**src/rtl/rtc_irq_status_pkg.sv**
```systemverilog
// Shared constants for the alarm interrupt status block.
// Assumes an 8-bit status word.
package rtc_irq_status_pkg;
    localparam int STAT_W      = 8;
    localparam int LOBAT_POS   = 6;
    localparam int IRQ_POS     = 0;
endpackage

```
**src/rtl/rtc_sync2.sv**
```systemverilog
// Two-flop synchronizer, one lane per bit.
// Assumes the inputs are level signals that change slowly compared to clk.
module rtc_sync2 #(
    parameter int WIDTH = 2
) (
    input  logic             clk,
    input  logic             rst_n,
    input  logic [WIDTH-1:0] async_in,
    output logic [WIDTH-1:0] sync_out
);
    for (genvar g = 0; g < WIDTH; g++) begin : g_lane
        logic meta_q, stab_q;
        // Two-stage capture of one asynchronous lane.
        always_ff @(posedge clk) begin
            if (!rst_n) begin
                meta_q <= 1'b0;
                stab_q <= 1'b0;
            end else begin
                meta_q <= async_in[g];
                stab_q <= meta_q;
            end
        end
        assign sync_out[g] = stab_q;
    end
endmodule

```
**src/rtl/rtc_batt_hyst.sv**
```systemverilog
// Low-battery flag with two-threshold hysteresis.
// Assumes synchronized inputs. If both are active, "low" takes priority.
module rtc_batt_hyst (
    input  logic clk,
    input  logic rst_n,
    input  logic above_hi,
    input  logic below_lo,
    output logic lobat
);
    // Set on low, clear on high, otherwise hold.
    always_ff @(posedge clk) begin
        if (!rst_n)        lobat <= 1'b0;
        else if (below_lo) lobat <= 1'b1;
        else if (above_hi) lobat <= 1'b0;
    end
endmodule

```
**src/rtl/rtc_alarm_decode.sv**
```systemverilog
// Address decode for the alarm range and the status address.
// Assumes the alarm range is contiguous and starts at BASE.
module rtc_alarm_decode #(
    parameter int ADDR_W = 8,
    parameter int BASE   = 8,
    parameter int COUNT  = 4,
    parameter int STAT   = 12
) (
    input  logic [ADDR_W-1:0] addr,
    input  logic              rd,
    input  logic              wr,
    output logic              alarm_acc,
    output logic              stat_sel
);
    localparam int LAST = BASE + COUNT - 1;
    logic in_range;
    // Range check over the alarm addresses.
    always_comb begin
        in_range = (int'(addr) >= BASE) && (int'(addr) <= LAST);
    end
    assign alarm_acc = in_range && (rd || wr);
    assign stat_sel  = (int'(addr) == STAT);
endmodule

```
**src/rtl/rtc_irq_flag.sv**
```systemverilog
// Interrupt request flag: set by a match, cleared by an alarm access.
// Assumes that a set wins over a clear on the same edge.
module rtc_irq_flag (
    input  logic clk,
    input  logic rst_n,
    input  logic set_i,
    input  logic clr_i,
    output logic flag
);
    // Flag register with set priority.
    always_ff @(posedge clk) begin
        if (!rst_n)     flag <= 1'b0;
        else if (set_i) flag <= 1'b1;
        else if (clr_i) flag <= 1'b0;
    end
endmodule

```
**src/rtl/rtc_irq_status.sv**
```systemverilog
// Top: status register, request flag, interrupt gating, battery flag.
// Assumes alarm_hit is synchronous to clk and lasts one cycle per event.
module rtc_irq_status
    import rtc_irq_status_pkg::*;
#(
    parameter int ADDR_W      = 8,
    parameter int STATUS_ADDR = 12,
    parameter int ALARM_COUNT = 4,
    parameter int ALARM_BASE  = STATUS_ADDR - ALARM_COUNT
) (
    input  logic              clk,
    input  logic              rst_n,
    input  logic              alarm_hit,
    input  logic [ADDR_W-1:0] bus_addr,
    input  logic              bus_rd,
    input  logic              bus_wr,
    input  logic              irq_en,
    input  logic              batt_ok_in,
    input  logic              batt_low_in,
    output logic [STAT_W-1:0] status_rdata,
    output logic              irq_out
);
    logic       alarm_acc, stat_sel, irq_flag_q, lobat_q;
    logic [1:0] batt_sync;

    rtc_alarm_decode #(
        .ADDR_W(ADDR_W), .BASE(ALARM_BASE), .COUNT(ALARM_COUNT), .STAT(STATUS_ADDR)
    ) u_dec (
        .addr(bus_addr), .rd(bus_rd), .wr(bus_wr),
        .alarm_acc(alarm_acc), .stat_sel(stat_sel)
    );

    rtc_irq_flag u_flag (
        .clk(clk), .rst_n(rst_n), .set_i(alarm_hit), .clr_i(alarm_acc), .flag(irq_flag_q)
    );

    rtc_sync2 #(.WIDTH(2)) u_sync (
        .clk(clk), .rst_n(rst_n),
        .async_in({batt_low_in, batt_ok_in}), .sync_out(batt_sync)
    );

    rtc_batt_hyst u_hyst (
        .clk(clk), .rst_n(rst_n),
        .above_hi(batt_sync[0]), .below_lo(batt_sync[1]), .lobat(lobat_q)
    );

    // Assemble the status word and gate it with the address select.
    always_comb begin
        status_rdata = '0;
        if (stat_sel) begin
            status_rdata[LOBAT_POS] = lobat_q;
            status_rdata[IRQ_POS]   = irq_flag_q;
        end
    end

    assign irq_out = irq_flag_q & irq_en;
endmodule

```
**config.mk**
```make
export PLATFORM = sky130hd
export DESIGN_NAME = rtc_irq_status
export DESIGN_NICKNAME = d
export VERILOG_FILES = /design/src/rtl/rtc_irq_status_pkg.sv /design/src/rtl/rtc_sync2.sv /design/src/rtl/rtc_batt_hyst.sv /design/src/rtl/rtc_alarm_decode.sv /design/src/rtl/rtc_irq_flag.sv /design/src/rtl/rtc_irq_status.sv
export SDC_FILE = /design/constraint.sdc
export NUM_CORES = 1
export LEC_CHECK = 0
export BUFFER_PORTS_ARGS = -buffer_cell sky130_fd_sc_hd__buf_2
export CORE_AREA = 4 4 41 43
export DETAILED_ROUTE_END_ITERATION = 10
export DIE_AREA = 0 0 45 47
export GPL_ROUTABILITY_DRIVEN = 0
export PLACE_DENSITY = 0.6
export SETUP_SLACK_MARGIN = 0.05
export SYNTH_ARGS = -nofsm -noshare
export SYNTH_HDL_FRONTEND = slang
export SYNTH_SLANG_ARGS = --single-unit
```
**constraint.sdc**
```tcl
create_clock -name clk -period 1.06 [get_ports clk]
set_input_delay 0.106 -clock clk [delete_from_list [all_inputs] [get_ports clk]]
set_output_delay 0.106 -clock clk [all_outputs]
set_load 0.02 [all_outputs]
```
# == After elaboration in Yosys (flattened, before gate mapping) ==
# Cells that the tools add are included.
# classes
magnitude_cmp,2
n_eq_ne,1
muxes,6
bitwise,1
reduce_logical,5
# ops
operator,count
== test 8 x 5 -> 1 bit (second input constant),1
>= comparator 8 x 4 -> 1 bit (second input constant),1
<= comparator 8 x 4 -> 1 bit (second input constant),1
two-way mux 1 bit,6
nonzero test 2 bit,2
logical AND 1 bit,2
AND 1 bit,1
logical OR 1 bit,1
# totals
reg_bits,6
wordCells,21

# == Depth between registers and ports, before layout ==
# Gate-level depths: netlist of the first run.
# logic_depth
depth_word,5
ltp_mapped,2

# == Hierarchy ==
# A second synthesis of the first run with hierarchy kept.
# unflattened
cells_unflattened,32
hier_area_um2,322.8
# modules_own_cells
module,n_inst,cells_each,area_per_inst_um2
rtc_sync2,1,10,120.1
rtc_irq_status,1,10,67.6
rtc_alarm_decode,1,6,52.6
rtc_batt_hyst,1,3,41.3
rtc_irq_flag,1,3,41.3

# == Worst setup path before layout of the first run ==
# OpenSTA, ideal clock, no wires.
# synth_timing
path_kind,input to output
startpoint,input bus_addr[5]
endpoint,output status_rdata[0]
t_arrival_ps,1423
path_slack_ps,-469
path_stages,2
path_cell_list,or4b_4 -> nor4b_1
# synth_between
elab_chain_len,2
# synth_lines
element,line_no,text
"start, declared",rtc_irq_status.sv:14,"input logic [ADDR_W-1:0] bus_addr,"
== test 8 x 5 -> 1 bit,rtc_alarm_decode.sv:22,assign stat_sel = (int'(addr) == STAT);
two-way mux 1 bit,rtc_irq_status.sv:50,if (stat_sel) begin
"end, declared",rtc_irq_status.sv:20,"output logic [STAT_W-1:0] status_rdata,"
# No other way between the ends.

# == Worst setup path after layout of the first run ==
# layout_timing
startpoint,input bus_addr[6]
endpoint,output status_rdata[0]
# The elaborated chain is that of the path after synthesis.

==> results of run 1 <==
## worst max-delay path by stage
stage,from,end,slack [ns],cells after the start
2_1_floorplan,bus_addr[5],status_rdata[0],-0.12,2
6_report,bus_addr[6],status_rdata[0],-0.21,4
4_1_cts,bus_addr[5],status_rdata[6],-0.26,4
3_3_place_gp,bus_addr[5],status_rdata[6],-0.28,4
5_1_grt,bus_addr[6],status_rdata[6],-0.24,4
3_5_place_dp,bus_addr[5],status_rdata[6],-0.28,4
## cells by family (layout without fill, tap and decap cells)
logic type | Yosys count | after routing
other cells | 1 | 6
simple gates | 10 | 10
compound gates | 4 | 4
flops | 6 | 6
buf+inv | 6 | 21
## per-layer routing
layer	vias to the layer above	routed length [um]	track usage [%]
met5	-	0	0
met4	0	0	8.77
met3	0	40	2.30
met2	11	315	8.76
met1	98	197	6.16
li1	122	-	-
## critical path, cell delays in order
cell and delay (ns):
buf_6 0.09, or4b_4 0.57, nor4b_4 0.22, buf_4 0.17
## stage by stage
stage	power (uW)	instances	TNS, ns	utilization, %
finish	533	62	-0.436	33.4
global route	560	62	-0.500	33.4
CTS	543	62	-0.464	32.8
detailed placement	328	59	-0.781	30.2
global placement	326	59	-0.768	30.2
floorplan	308	32	-0.344	-
## sequential cells by signal, summed over array words and instances, names as in the netlist
signal / flops
u_flag.flag: 1
u_sync.g_lane.stab_q: 2
u_sync.g_lane.meta_q: 2
u_hyst.lobat: 1
## final cells by class
type / instances / area (um2)
timing repair buffer: 18 / 108
fill: 139 / 867
tap: 15 / 18.8
sequential: 6 / 121
clock buffer: 3 / 22.5
multi-input combinational: 20 / 164
## cells in the mapped netlist
library cell	number
and2_1	5
buf_4	6
conb_1	1
dfxtp_1	6
nor2b_1	1
nor4b_1	2
o21a_1	2
o21bai_1	1
o41a_1	1
or3b_2	1
or4b_4	1
## repair_timing
item,4_1_cts,5_1_grt
pin swaps,1,3
buffers inserted,0,0
endpoints found under the setup margin,3,4
resized for setup,3,2
## power breakdown
part	switching, uW	internal [uW]
Combinational	42.2	42.9
Sequential	4.25	239
Clock	76.6	128
==> flow_metrics.tcl, run 1 <==
set metrics [dict create \
    grt_max_degree 7 \
    status "complete, but fails checks" \
    finalCritPeriodShare_pct 120 \
    die_area_um2 2120 \
    drive_above_1_share_pct 55.3 \
    holdPathStages 2 \
    max_freq_mhz 789 \
    power.leakage_uw 0.000212 \
    ff2ff_path_depth 2 \
    r2r-start "u_flag.flag$_SDFFE_PN0P_" \
    avgSynthCellArea_um2 10.4 \
    vias 231 \
    synth_simple_gate_area_share_pct 27.7 \
    whs_ns 0.0707 \
    rsz0062_at_grt "yes" \
    yosysTopAreaCell "dfxtp_1" \
    peakVddDrop_mv 0.407 \
    holdPathEnd "u_sync.g_lane[0].meta_q$_SDFF_PN0_" \
    crit_path_max_fanout 3 \
    grt_overflow 0 \
    synth.distinct_cells 11 \
    synth.top_cells.by_area "dfxtp_1 43%, buf_4 16%, and2_1 11%" \
    synth_top_family_by_area "simple AND/OR/NAND/NOR gates" \
    clk_pin_slew_worst_paths_ns 0.04 \
    violations "negative setup slack" \
    most-common-layout-cells "14 x buf_2, 6 x conb_1, 5 x and2_1, 5 x dfxtp_1, 3 x clkbuf_4" \
    fin_nets 65 \
    routed_via_density 3.73 \
    setup_viol 3 \
    power.density_nw_per_um2 1230 \
    hold_class "in2reg" \
    ant_nets 0 \
    dieWidth_um 45 \
    ys_warn_count 0 \
    fp.coreArea_um2 1300 \
    drt_iter0_drc 0 \
    hold_start "batt_ok_in" \
    path_class "in2out" \
    hold_viol_final 0 \
    dr.pass1.iters 1 \
    grt_antenna_before_repair 0 \
    synthCells 27 \
    io_buffers 18 \
    finalClockSkew_ns 0.00118 \
    synth_fa_ha_area_share_pct 0 \
    fin_ws_ns -0.207 \
    drcViolationCount 0 \
    cts_buffers 3 \
    period_needed_ns 1.27 \
    wire_per_inst_um 8.92 \
    pre_cts_ws_ns -0.282 \
    start_util_pct 21.5 \
    clockBufferDepth 2 \
    cts-root-buf "clkbuf_4" \
    place_hpwl_um 475 \
    final_max_slew_viol_count 0 \
    clkSinkCount 6 \
    grt.total_usage_pct 6.25 \
    grt_pass1_vias 225 \
    io_pins 25 \
    synth_xor_area_share_pct 0 \
    clock_latency_ns 0.24 \
    h-tree-depth 1 \
    final_common_cell "buf_2" \
    area_growth_syn_to_layout_pct 54.9 \
    grt_pass1_wl_um 869 \
    start_kind "input port" \
    ys_seq_elements 6 \
    seq_area_frac_synth_pct 42.9 \
    synth_compound_area_share_pct 12.1 \
    wl_um 553 \
    die_y_um 47 \
    hold_buffers 0 \
    netlist.area_leader.share_pct 42.9 \
    fp-row-count 13 \
    critPathArrivalTime_ns 1.16 \
    num_antenna_cells 0 \
    worstReg2RegEnd "u_flag.flag$_SDFFE_PN0P_" \
    placed_cell_area_um2 393 \
    muxShareOfSynthArea_pct 0 \
    syn_area_um2 280 \
    critPathCaptureType "output pin" \
    finish.instance_area_um2 434 \
    cp_data_required_time_ns 0.95 \
    drv_cap 0 \
    reg2reg_slack_ns 0.34 \
    cts_tree "built" \
]
No activity file was read; power rests on OpenSTA's default activity.
==> inputs of run 2 (changes only) <==
- ABC_AREA: default -> 1
- PLACE_DENSITY: 0.6 -> 0.63
==> run 2 against run 1 <==
The flow now finishes without violations. Core utilization shrank 0.48 points. Combinational power shrank 4.2%. Sequential power is essentially flat. Critical path type is now reg2out. Total power grew 0.11%. Fmax grew 35%. Largest cell class is now registers. Die area is the same. Final cell count grew 34%.
==> flow_metrics.tcl, run 2 <==
set metrics [dict create \
    status "complete, no violations" \
    synth.top_cells.by_area "dfxtp_1 38%, inv_1 17%, buf_4 14%" \
    synth.distinct_cells 9 \
    ys_seq_elements 6 \
    drt_iter0_drc 0 \
    holdPathStages 3 \
    grt_max_degree 6 \
    cts-root-buf "clkbuf_4" \
    finalCritPeriodShare_pct 88.6 \
    power.leakage_uw 0.000284 \
    ys.flop_type "dfxtp_1" \
    io_buffers 18 \
    period_needed_ns 0.939 \
    ys_warn_count 0 \
    num_antenna_cells 0 \
    wire_per_inst_um 7.36 \
    netlist.area_leader.share_pct 38.4 \
    clkSinkCount 6 \
    clock_latency_ns 0.24 \
    routed_via_density 3.57 \
    place_hpwl_um 505 \
    finish.instance_area_um2 428 \
    fp.coreArea_um2 1300 \
    placed_cell_area_um2 395 \
    grt_overflow 0 \
    start_util_pct 24.0 \
    cts_post_setup_buffers_inserted 0 \
    ys_top_cells_by_count "14 x inv_1, 10 x nand2_1, 8 x nor2_1, 6 x buf_4, 6 x dfxtp_1" \
    synth_edf_count 0 \
    avgSynthCellArea_um2 6.52 \
    start_kind "register" \
    crit_path_max_fanout 2 \
    seqCellArea_um2 121 \
    drcViolationCount 0 \
    seq_area_frac_synth_pct 38.4 \
    grt.total_usage_pct 6.09 \
    ff2ff_path_depth 4 \
    most-common-layout-cells "17 x buf_2, 14 x inv_1, 10 x nand2_1, 7 x nor2_1, 6 x conb_1" \
    yosysTopAreaCell "dfxtp_1" \
    wl_um 611 \
    path_class "reg2out" \
    synthCells 48 \
    die_y_um 47 \
    grt_antenna_before_repair 0 \
    fin_nets 86 \
    h-tree-depth 1 \
    rsz0062_at_grt "no" \
    final_common_cell "buf_2" \
    hold_class "in2reg" \
    drv_cap 0 \
    grt_pass1_wl_um 848 \
    cts_tree "built" \
    ant_nets 0 \
    reg.largest.list "u_sync.g_lane.meta_q: 2 flops, u_sync.g_lane.stab_q: 2 flops" \
    power_uw 533 \
    die_area_um2 2120 \
    async_reset_ff_share_pct 0 \
    io_pins 25 \
    final_max_slew_viol_count 0 \
    setup_viol 0 \
    clockBufferDepth 2 \
    vias 296 \
    setup_tns_ns 0 \
    multiInputGateArea_um2 116 \
    dr.pass1.iters 1 \
    cp_data_required_time_ns 0.95 \
    power.density_nw_per_um2 1250 \
    critPathCaptureType "output pin" \
    fp-row-count 13 \
    hold_buffers 0 \
    fill_cells 146 \
    clk_pin_slew_worst_paths_ns 0.05 \
    finalClockSkew_ns 0.000584 \
    grt_pass1_vias 244 \
    hold_viol_final 0 \
    peakVddDrop_mv 0.753 \
    max_freq_mhz 1060 \
    cts_buffers 3 \
    drive_above_1_share_pct 36.8 \
    area_growth_syn_to_layout_pct 36.8 \
    synth_most_common_cell "inv_1" \
    dieWidth_um 45 \
    syn_area_um2 313 \
    critPathArrivalTime_ns 0.83 \
]
==> run 2: cell types whose count changed in the layout (fill, tap and decap cells not counted), sizes merged, moves of 2 or more <==
cell / previous run / this run
and2: 5 / 0
inv: 0 / 14
nand2: 0 / 10
nor2: 0 / 9
nor4b: 2 / 0
o21a: 2 / 0
==> run 2: metrics by stage <==
stage          instances  setup WS [ns]  utilization (%)  hold slack, ns
2_1_floorplan         53          0.262                -           0.199
3_3_place_gp          80          0.184             30.4           0.286
3_5_place_dp          80          0.163             30.4           0.297
4_1_cts               83         0.0614             32.3          0.0427
5_1_grt               83         0.0581             32.9          0.0504
6_report              83          0.121             32.9          0.0505
==> run 2: cell families after synthesis <==
| logic type | synth area share, % |
|---|---|
| compound gates | 1.60 |
| other cells | 1.20 |
| buf+inv | 31.2 |
| flops | 38.4 |
| simple gates | 27.6 |
==> run 2: final cells by class <==
class / count / share of cell area (%)
timing repair buffer: 18 / 22.5
tap: 15 / 4.39
sequential: 6 / 28.4
multi-input combinational: 27 / 27.2
inverter: 14 / 12.3
clock buffer: 3 / 5.26
==> run 2: worst max-delay path: stages (launching register included) <==
cell and delay [ns]:
dfxtp_1 0.30, inv_1 0.04, nor2_1 0.08, buf_2 0.17
==> run 2: routing by layer <==
metal  vias to the layer above  GRT usage [%]  share of wire (%)
met2                        22           10.2                 39
met5                         -              0                  0
met4                         0           8.77                4.7
li1                        160              -                  -
met1                       110           5.01                 37
met3                         4           1.53                 19
==> run 2: what timing repair did <==
item / 4_1_cts / 5_1_grt
setup endpoints to repair: 1 / 1
pin swaps: 0 / 1
gates resized for setup: 1 / 3
==> run 2: power breakdown <==
group	internal [uW]	switching, uW
Combinational	32.0	49.5
Clock	128	80.8
Sequential	239	4.06
==> run 2: final timing paths <==
kind	endpoint	start	slack, ns
max	status_rdata[6]	u_hyst.lobat$_SDFFE_PN0P_	0.12
min	u_sync.g_lane[1].meta_q$_SDFF_PN0_	batt_low_in	0.05
max reg2reg	u_hyst.lobat$_SDFFE_PN0P_	u_hyst.lobat$_SDFFE_PN0P_	0.45
min reg2reg	u_sync.g_lane[1].stab_q$_SDFF_PN0_	u_sync.g_lane[1].meta_q$_SDFF_PN0_	0.41
